[src/rtl/cfg_pkg.sv]
package cfg_pkg;

    typedef enum logic [1:0] {
        ST_IDLE = 2'd0,
        ST_HDR  = 2'd1,
        ST_DATA = 2'd2,
        ST_DONE = 2'd3
    } cfg_state_e;

    // Frame layout: 1 read/write bit + address forms one byte, then one data byte.
    localparam int ADDR_W = 7;
    localparam int DATA_W = 8;
    localparam int HDR_W  = 1 + ADDR_W;

    localparam logic [ADDR_W-1:0] A_RESET = 7'd0;
    localparam logic [ADDR_W-1:0] A_GAIN  = 7'd1;
    localparam logic [ADDR_W-1:0] A_FMT   = 7'd2;
    localparam logic [ADDR_W-1:0] A_RAND  = 7'd3;

    localparam int SOFT_RST_BIT = 7;

endpackage

[src/rtl/cfg_sync.sv]
module cfg_sync #(
    parameter int               WIDTH   = 1,
    parameter int               STAGES  = 2,
    parameter logic [WIDTH-1:0] RST_VAL = '0
) (
    input  logic             clk,
    input  logic             rst_n,
    input  logic [WIDTH-1:0] d,
    output logic [WIDTH-1:0] q
);

    logic [WIDTH-1:0] chain [STAGES];

    for (genvar s = 0; s < STAGES; s++) begin : g_stage
        if (s == 0) begin : g_first
            always_ff @(posedge clk or negedge rst_n) begin
                if (!rst_n) chain[0] <= RST_VAL;
                else        chain[0] <= d;
            end
        end else begin : g_next
            always_ff @(posedge clk or negedge rst_n) begin
                if (!rst_n) chain[s] <= RST_VAL;
                else        chain[s] <= chain[s-1];
            end
        end
    end

    assign q = chain[STAGES-1];

endmodule

[src/rtl/cfg_serial_fsm.sv]
module cfg_serial_fsm
    import cfg_pkg::*;
(
    input  logic              clk,
    input  logic              rst_n,
    input  logic              serial_en,
    input  logic              cs_n_s,
    input  logic              sclk_s,
    input  logic              sdat_s,
    input  logic [DATA_W-1:0] rd_data,
    output logic [ADDR_W-1:0] rd_addr,
    output logic              wr_en,
    output logic [ADDR_W-1:0] wr_addr,
    output logic [DATA_W-1:0] wr_data,
    output logic              sdo_pull_dn,
    output cfg_state_e        state
);

    localparam int CNT_W    = $clog2(DATA_W + 1);
    localparam int HDR_LAST = HDR_W - 1;
    localparam int DAT_LAST = DATA_W - 1;

    cfg_state_e        nxt;
    logic              sclk_q;
    logic              rise;
    logic [CNT_W-1:0]  cnt;
    logic [DATA_W-1:0] shreg;
    logic [DATA_W-1:0] word;
    logic [DATA_W-1:0] out_sh;
    logic [ADDR_W-1:0] addr_q;
    logic              is_read;
    logic              hdr_last;
    logic              dat_last;
    logic              leave;

    assign rise     = sclk_s & ~sclk_q;
    assign word     = {shreg[DATA_W-2:0], sdat_s};
    assign hdr_last = (cnt == CNT_W'(HDR_LAST));
    assign dat_last = (cnt == CNT_W'(DAT_LAST));
    assign leave    = ~serial_en | cs_n_s;

    // Next-state logic
    always_comb begin
        nxt = state;
        if (leave) begin
            nxt = ST_IDLE;
        end else begin
            unique case (state)
                ST_IDLE: nxt = ST_HDR;
                ST_HDR:  if (rise && hdr_last) nxt = ST_DATA;
                ST_DATA: if (rise && dat_last) nxt = ST_DONE;
                ST_DONE: nxt = ST_DONE;
            endcase
        end
    end

    // State register
    always_ff @(posedge clk or negedge rst_n) begin
        if (!rst_n) state <= ST_IDLE;
        else        state <= nxt;
    end

    // Frame datapath registers
    always_ff @(posedge clk or negedge rst_n) begin
        if (!rst_n) begin
            sclk_q      <= 1'b0;
            cnt         <= '0;
            shreg       <= '0;
            out_sh      <= '0;
            addr_q      <= '0;
            is_read     <= 1'b0;
            sdo_pull_dn <= 1'b0;
        end else begin
            sclk_q <= sclk_s;
            if (leave) begin
                cnt         <= '0;
                sdo_pull_dn <= 1'b0;
            end else begin
                unique case (state)
                    ST_IDLE: begin
                        cnt         <= '0;
                        sdo_pull_dn <= 1'b0;
                    end
                    ST_HDR: begin
                        if (rise) begin
                            shreg <= word;
                            if (hdr_last) begin
                                cnt         <= '0;
                                is_read     <= word[DATA_W-1];
                                addr_q      <= word[ADDR_W-1:0];
                                out_sh      <= rd_data;
                                sdo_pull_dn <= word[DATA_W-1] & ~rd_data[DATA_W-1];
                            end else begin
                                cnt <= cnt + 1'b1;
                            end
                        end
                    end
                    ST_DATA: begin
                        if (rise) begin
                            shreg  <= word;
                            cnt    <= cnt + 1'b1;
                            out_sh <= {out_sh[DATA_W-2:0], 1'b0};
                            if (!dat_last) begin
                                sdo_pull_dn <= is_read & ~out_sh[DATA_W-2];
                            end
                        end
                    end
                    ST_DONE: begin
                        cnt <= cnt;
                    end
                endcase
            end
        end
    end

    // Outputs toward the register bank
    always_comb begin
        rd_addr = word[ADDR_W-1:0];
        wr_addr = addr_q;
        wr_data = word;
        wr_en   = (state == ST_DATA) && rise && dat_last && !is_read && !leave;
    end

endmodule

[src/rtl/cfg_regbank.sv]
module cfg_regbank
    import cfg_pkg::*;
#(
    parameter int NUM_REGS = 4
) (
    input  logic              clk,
    input  logic              rst_n,
    input  logic              wr_en,
    input  logic [ADDR_W-1:0] wr_addr,
    input  logic [DATA_W-1:0] wr_data,
    input  logic [ADDR_W-1:0] rd_addr,
    output logic [DATA_W-1:0] rd_data,
    output logic              fld_gain,
    output logic              fld_fmt,
    output logic              fld_rand
);

    localparam int IDX_W = (NUM_REGS > 1) ? $clog2(NUM_REGS) : 1;

    logic [DATA_W-1:0] bank [NUM_REGS];
    logic              soft_clr;

    assign soft_clr = wr_en && (wr_addr == A_RESET) && wr_data[SOFT_RST_BIT];

    for (genvar i = 0; i < NUM_REGS; i++) begin : g_reg
        if (i == 0) begin : g_ctl
            // Address 0 holds only the self-clearing reset bit.
            assign bank[0] = '0;
        end else begin : g_store
            logic [DATA_W-1:0] q;
            always_ff @(posedge clk or negedge rst_n) begin
                if (!rst_n)                                     q <= '0;
                else if (soft_clr)                              q <= '0;
                else if (wr_en && (wr_addr == ADDR_W'(i)))      q <= wr_data;
            end
            assign bank[i] = q;
        end
    end

    always_comb begin
        if (rd_addr < ADDR_W'(NUM_REGS)) rd_data = bank[rd_addr[IDX_W-1:0]];
        else                             rd_data = '0;
    end

    assign fld_gain = bank[A_GAIN[IDX_W-1:0]][0];
    assign fld_fmt  = bank[A_FMT[IDX_W-1:0]][0];
    assign fld_rand = bank[A_RAND[IDX_W-1:0]][0];

endmodule

[src/rtl/cvt_cfg_port.sv]
module cvt_cfg_port
    import cfg_pkg::*;
#(
    parameter int NUM_REGS    = 4,
    parameter int SYNC_STAGES = 2
) (
    input  logic clk,
    input  logic rst_n,
    input  logic par_mode,
    input  logic shdn_pin,
    input  logic cs_n_pin,
    input  logic sclk_pin,
    input  logic sdat_pin,
    output logic sdo_pull_dn,
    output logic rand_en,
    output logic gain_hi,
    output logic fmt_lvds,
    output logic dout_hiz
);

    localparam int PIN_N   = 5;
    localparam int I_SDAT  = 0;
    localparam int I_SCLK  = 1;
    localparam int I_CS    = 2;
    localparam int I_SHDN  = 3;
    localparam int I_STRAP = 4;
    localparam logic [PIN_N-1:0] PIN_RST = PIN_N'(1) << I_CS;

    logic [PIN_N-1:0]  pins_s;
    logic              strap_s;
    logic              cs_n_s;
    cfg_state_e        fsm_state;
    logic              wr_en;
    logic [ADDR_W-1:0] wr_addr;
    logic [DATA_W-1:0] wr_data;
    logic [ADDR_W-1:0] rd_addr;
    logic [DATA_W-1:0] rd_data;
    logic              fld_gain;
    logic              fld_fmt;
    logic              fld_rand;

    cfg_sync #(
        .WIDTH   (PIN_N),
        .STAGES  (SYNC_STAGES),
        .RST_VAL (PIN_RST)
    ) u_sync (
        .clk   (clk),
        .rst_n (rst_n),
        .d     ({par_mode, shdn_pin, cs_n_pin, sclk_pin, sdat_pin}),
        .q     (pins_s)
    );

    assign strap_s = pins_s[I_STRAP];
    assign cs_n_s  = pins_s[I_CS];

    cfg_serial_fsm u_fsm (
        .clk         (clk),
        .rst_n       (rst_n),
        .serial_en   (~strap_s),
        .cs_n_s      (cs_n_s),
        .sclk_s      (pins_s[I_SCLK]),
        .sdat_s      (pins_s[I_SDAT]),
        .rd_data     (rd_data),
        .rd_addr     (rd_addr),
        .wr_en       (wr_en),
        .wr_addr     (wr_addr),
        .wr_data     (wr_data),
        .sdo_pull_dn (sdo_pull_dn),
        .state       (fsm_state)
    );

    cfg_regbank #(
        .NUM_REGS (NUM_REGS)
    ) u_bank (
        .clk      (clk),
        .rst_n    (rst_n),
        .wr_en    (wr_en),
        .wr_addr  (wr_addr),
        .wr_data  (wr_data),
        .rd_addr  (rd_addr),
        .rd_data  (rd_data),
        .fld_gain (fld_gain),
        .fld_fmt  (fld_fmt),
        .fld_rand (fld_rand)
    );

    // Control source selection
    always_comb begin
        if (strap_s) begin
            rand_en  = pins_s[I_SDAT];
            gain_hi  = pins_s[I_SCLK];
            fmt_lvds = cs_n_s;
        end else begin
            rand_en  = fld_rand;
            gain_hi  = fld_gain;
            fmt_lvds = fld_fmt;
        end
        dout_hiz = pins_s[I_SHDN];
    end

endmodule

[config.mk]
export PLATFORM = sky130hd
export DESIGN_NAME = cvt_cfg_port
export DESIGN_NICKNAME = d
export VERILOG_FILES = /design/src/rtl/cfg_pkg.sv /design/src/rtl/cfg_sync.sv /design/src/rtl/cfg_serial_fsm.sv /design/src/rtl/cfg_regbank.sv /design/src/rtl/cvt_cfg_port.sv
export SDC_FILE = /design/constraint.sdc
export NUM_CORES = 1
export LEC_CHECK = 0
export ABC_AREA = 1
export BUFFER_PORTS_ARGS = -buffer_cell sky130_fd_sc_hd__buf_2
export CAP_MARGIN = 5
export CORE_MARGIN = 5
export CORE_UTILIZATION = 34
export CTS_CLUSTER_SIZE = 14
export DETAILED_ROUTE_END_ITERATION = 16
export GPL_ROUTABILITY_DRIVEN = 1
export PLACE_DENSITY = 0.58
export SLEW_MARGIN = 20
export SYNTH_ARGS = -nofsm -noshare
export SYNTH_HDL_FRONTEND = slang
export SYNTH_SLANG_ARGS = --single-unit
export TNS_END_PERCENT = 1
[constraint.sdc]
create_clock -name clk -period 1.9 [get_ports clk]
set_input_delay 0.285 -clock clk [delete_from_list [all_inputs] [get_ports clk]]
set_output_delay 0.285 -clock clk [all_outputs]
set_load 0.1 [all_outputs]
==> qor.txt <==
Post-Syn Area per Cell = 8.31 sq um
Max cap viols = 0
Largest stage delay, worst path = 0.51 ns
Min cycle time layout = 1.78 ns
Worst path cell trace = nand2_1 -> o21ai_1 -> buf_2
Period utilization = 0.939
Post-synth cell types = 24
Area Overhead vs Synth = 12.7%
H-tree levels = 3
Critical path class = reg -> out
Highest clock rate = 561 MHz
Register-to-Register Path Depth = 8
Clock network fraction of total power = 0.402
Number of remaining DRC errors = 0
Share of cells above drive strength 1 = 0.145
Crit start category = register
Leakage power = 0.00175 uW
Critical Path Fanout Max = 8
Worst Setup End Kind = primary output
Cell family with the largest share of critical-path delay = flip-flops
Via/cell ratio = 4.86
Netlist Area Pre-Place = 0.00313 sq mm
Mapped Cells = 377
Dpl cell area = 0.00334 sq mm
Least-Margin Pin Slew = 0.499 ns
Sequential share of power = 0.519
Post-DP HPWL = 4.81 mm
# diodes = 0
Die area = 0.0112 sq mm
Pint = 2050 uW
Synth Warn # = 0
Via count = 2,489
Hold Path Depth = 1
Final setup TNS = 0 ns
RSZ-0062 raised after global routing = no
Net switching power figure = 727 uW
Ports = 12
Maximum vdd drop = 0.272 mV
Post-layout util = 0.388
Cell with the largest stage delay on the worst path = dfrtp_1
CTS Buf Count = 9
Hold Path Class = in -> reg
Yosys reg bits = 64
# Post-CTS Setup Buffers = 0
Clock Skew = 0.0103 ns
Die H = 106 um
Std-Cell Rows = 35
Syn_nets = 390
CTS Buffer Depth = 2
Final slew viol count = 0
Global Route Usage Sum = 0.136
Routed Antenna Nets = 0
CTS tree = built
GPL Wtd Cong = 0.819
PortBufs = 11
Worst Path Arrival = 1.50 ns
Clk root buf = clkbuf_8
First-pass GRT wire length = 12.3 mm
Required time worst endpoint = 1.62 ns
Vias in the first global route = 2,562
Drt first pass iters = 5
Chip Width = 106 um
Worst reg-to-reg setup slack = 0.14 ns
Hold_ws = 0.0422 ns
Initial cell density of the core = 0.344
Combinational share of power = 0.079
Final WL = 6.93 mm
DR WL/cell = 13.5 um
Final setup fails = 0
Largest net degree at the start of global routing = 65
GR Layer Usage met3 = 0.0346
Busiest grt layer = met2
PnR worst setup slack = 0.117 ns
Rel. slew slack = 0.670
Post-synthesis sequential area ratio = 0.512
Pre-CTS setup slack = 0.135 ns
Sw Share = 0.261
Initial antenna violation count = 0
Finished Cell Area = 0.00353 sq mm
Clk Latency, worst-skew pair = 0.34 ns
Met1 Usage GRT = 0.176
Core ar. = 0.00911 sq mm
WP buf/inv = 1
CTS sink count = 64
Nets@finish = 410
DRT iter0 DRCs = 120
Status = completed
GR Util met2 = 0.218
Power per cell area = 787 mW/mm^2
WP depth = 3
Hold Vio Cnt, Final = 0
Gr ovfl total = 0
Clock transition at path regs = 0.07 ns
[per-layer routing]
layer  share of wire  vias to the layer above  wire [um]
met1            0.47                     1173       3260
met3           0.040                       13        275
li1                -                     1258          -
met2            0.47                       45       3250
met4           0.020                        0        140
met5               0                        -          0
[cells in the final DEF, fill, tap and decap left out, drive strengths merged, types with 2 or more instances in the layout]
| cell type | netlist | layout |
|---|---|---|
| nand2 | 112 | 112 |
| nand3 | 66 | 66 |
| dfrtp | 62 | 62 |
| o21ai | 39 | 39 |
| nor2 | 36 | 36 |
| inv | 34 | 34 |
| buf | 8 | 19 |
| clkbuf | 3 | 11 |
| ha | 6 | 6 |
| a21oi | 4 | 4 |
| nand3b | 3 | 3 |
| clkinv | 0 | 2 |
| dfstp | 2 | 2 |
[repair_timing]
action / 4_1_cts / 5_1_grt
gates resized for setup: 0 / 1
endpoints found under the hold margin: 62 / 0
endpoints found under the setup margin: 0 / 6
hold buffers: 1 / 0
[metrics by stage]
| step | total power (uW) | std cells |
|---|---|---|
| after global placement | 1690 | 496 |
| after global routing | 2910 | 512 |
| after floorplan | 1590 | 377 |
| final | 2780 | 512 |
| after detailed placement | 1690 | 496 |
| after CTS | 2810 | 512 |
[synthesized netlist by cell type]
cell type | count | area [sq um]
nor2_4 | 5 | 56.3
ha_1 | 6 | 75.1
xor2_1 | 1 | 8.76
nand3_1 | 61 | 305
dfrtp_1 | 62 | 1550
buf_2 | 3 | 15.0
o21bai_1 | 1 | 7.51
nand3_2 | 4 | 40.0
buf_4 | 1 | 7.51
o21ai_2 | 1 | 8.76
o21ai_0 | 38 | 190
nand3b_1 | 3 | 22.5
nand3_4 | 1 | 17.5
nor2_1 | 26 | 97.6
nand2_1 | 109 | 409
a21oi_1 | 4 | 20.0
inv_1 | 31 | 116
nand2_2 | 3 | 18.8
dfstp_2 | 2 | 52.6
buf_6 | 4 | 45.0
nor2_8 | 1 | 20.0
nor2_2 | 4 | 25.0
inv_2 | 3 | 11.3
clkbuf_1 | 3 | 11.3
[kinds of logic after synthesis]
kind of cell / synth area share
simple gates: 0.323
buf+inv: 0.0659
compound gates: 0.0723
fa+ha+maj: 0.0240
xor+xnor: 0.00280
flops: 0.512
[power by group through the flow]
stage / registers, uW / clock network [uW] / logic (uW)
global placement: 1470 / 0 / 219
CTS: 1440 / 1140 / 224
global route: 1450 / 1210 / 252
floorplan: 1450 / 0 / 141
detailed placement: 1470 / 0 / 222
finish: 1440 / 1120 / 220
[cell type report]
type / count / area (sq um)
Timing Repair Buffer: 20 / 150
Fill cell: 995 / 5580
Clock buffer: 11 / 131
Tap cell: 111 / 139
Multi-Input combinational cell: 268 / 1330
Clock inverter: 4 / 47.5
Sequential cell: 64 / 1600
Inverter: 34 / 128
[final timing paths]
path / start / endpoint
setup / recovery: u_sync.q[0]$_DFF_PN0_ / rand_en
hold / removal: cs_n_pin / u_sync.chain[7]$_DFF_PN1_
setup reg to reg: u_fsm.state[0]$_DFFE_PN0P_ / u_bank.g_reg[2].g_store.q[0]$_DFFE_PN0P_
hold reg to reg: u_sync.chain[6]$_DFF_PN0_ / u_sync.q[1]$_DFF_PN0_
max in group asynchronous: rst_n / u_fsm.cnt[2]$_DFFE_PN0P_
min in group asynchronous: rst_n / u_fsm.cnt[0]$_DFFE_PN0P_
[flip-flops by register name, summed over array words and instances, names as in the netlist, 2 cells and up]
signal              cells
u_fsm.cnt               4
u_fsm.shreg             7
u_sync.chain            5
u_fsm.state             2
u_sync.q                5
u_bank.g.g_store.q     24
u_fsm.wr_addr           7
u_fsm.out_sh            7
Note: power is estimated with default switching activity, not from simulation.
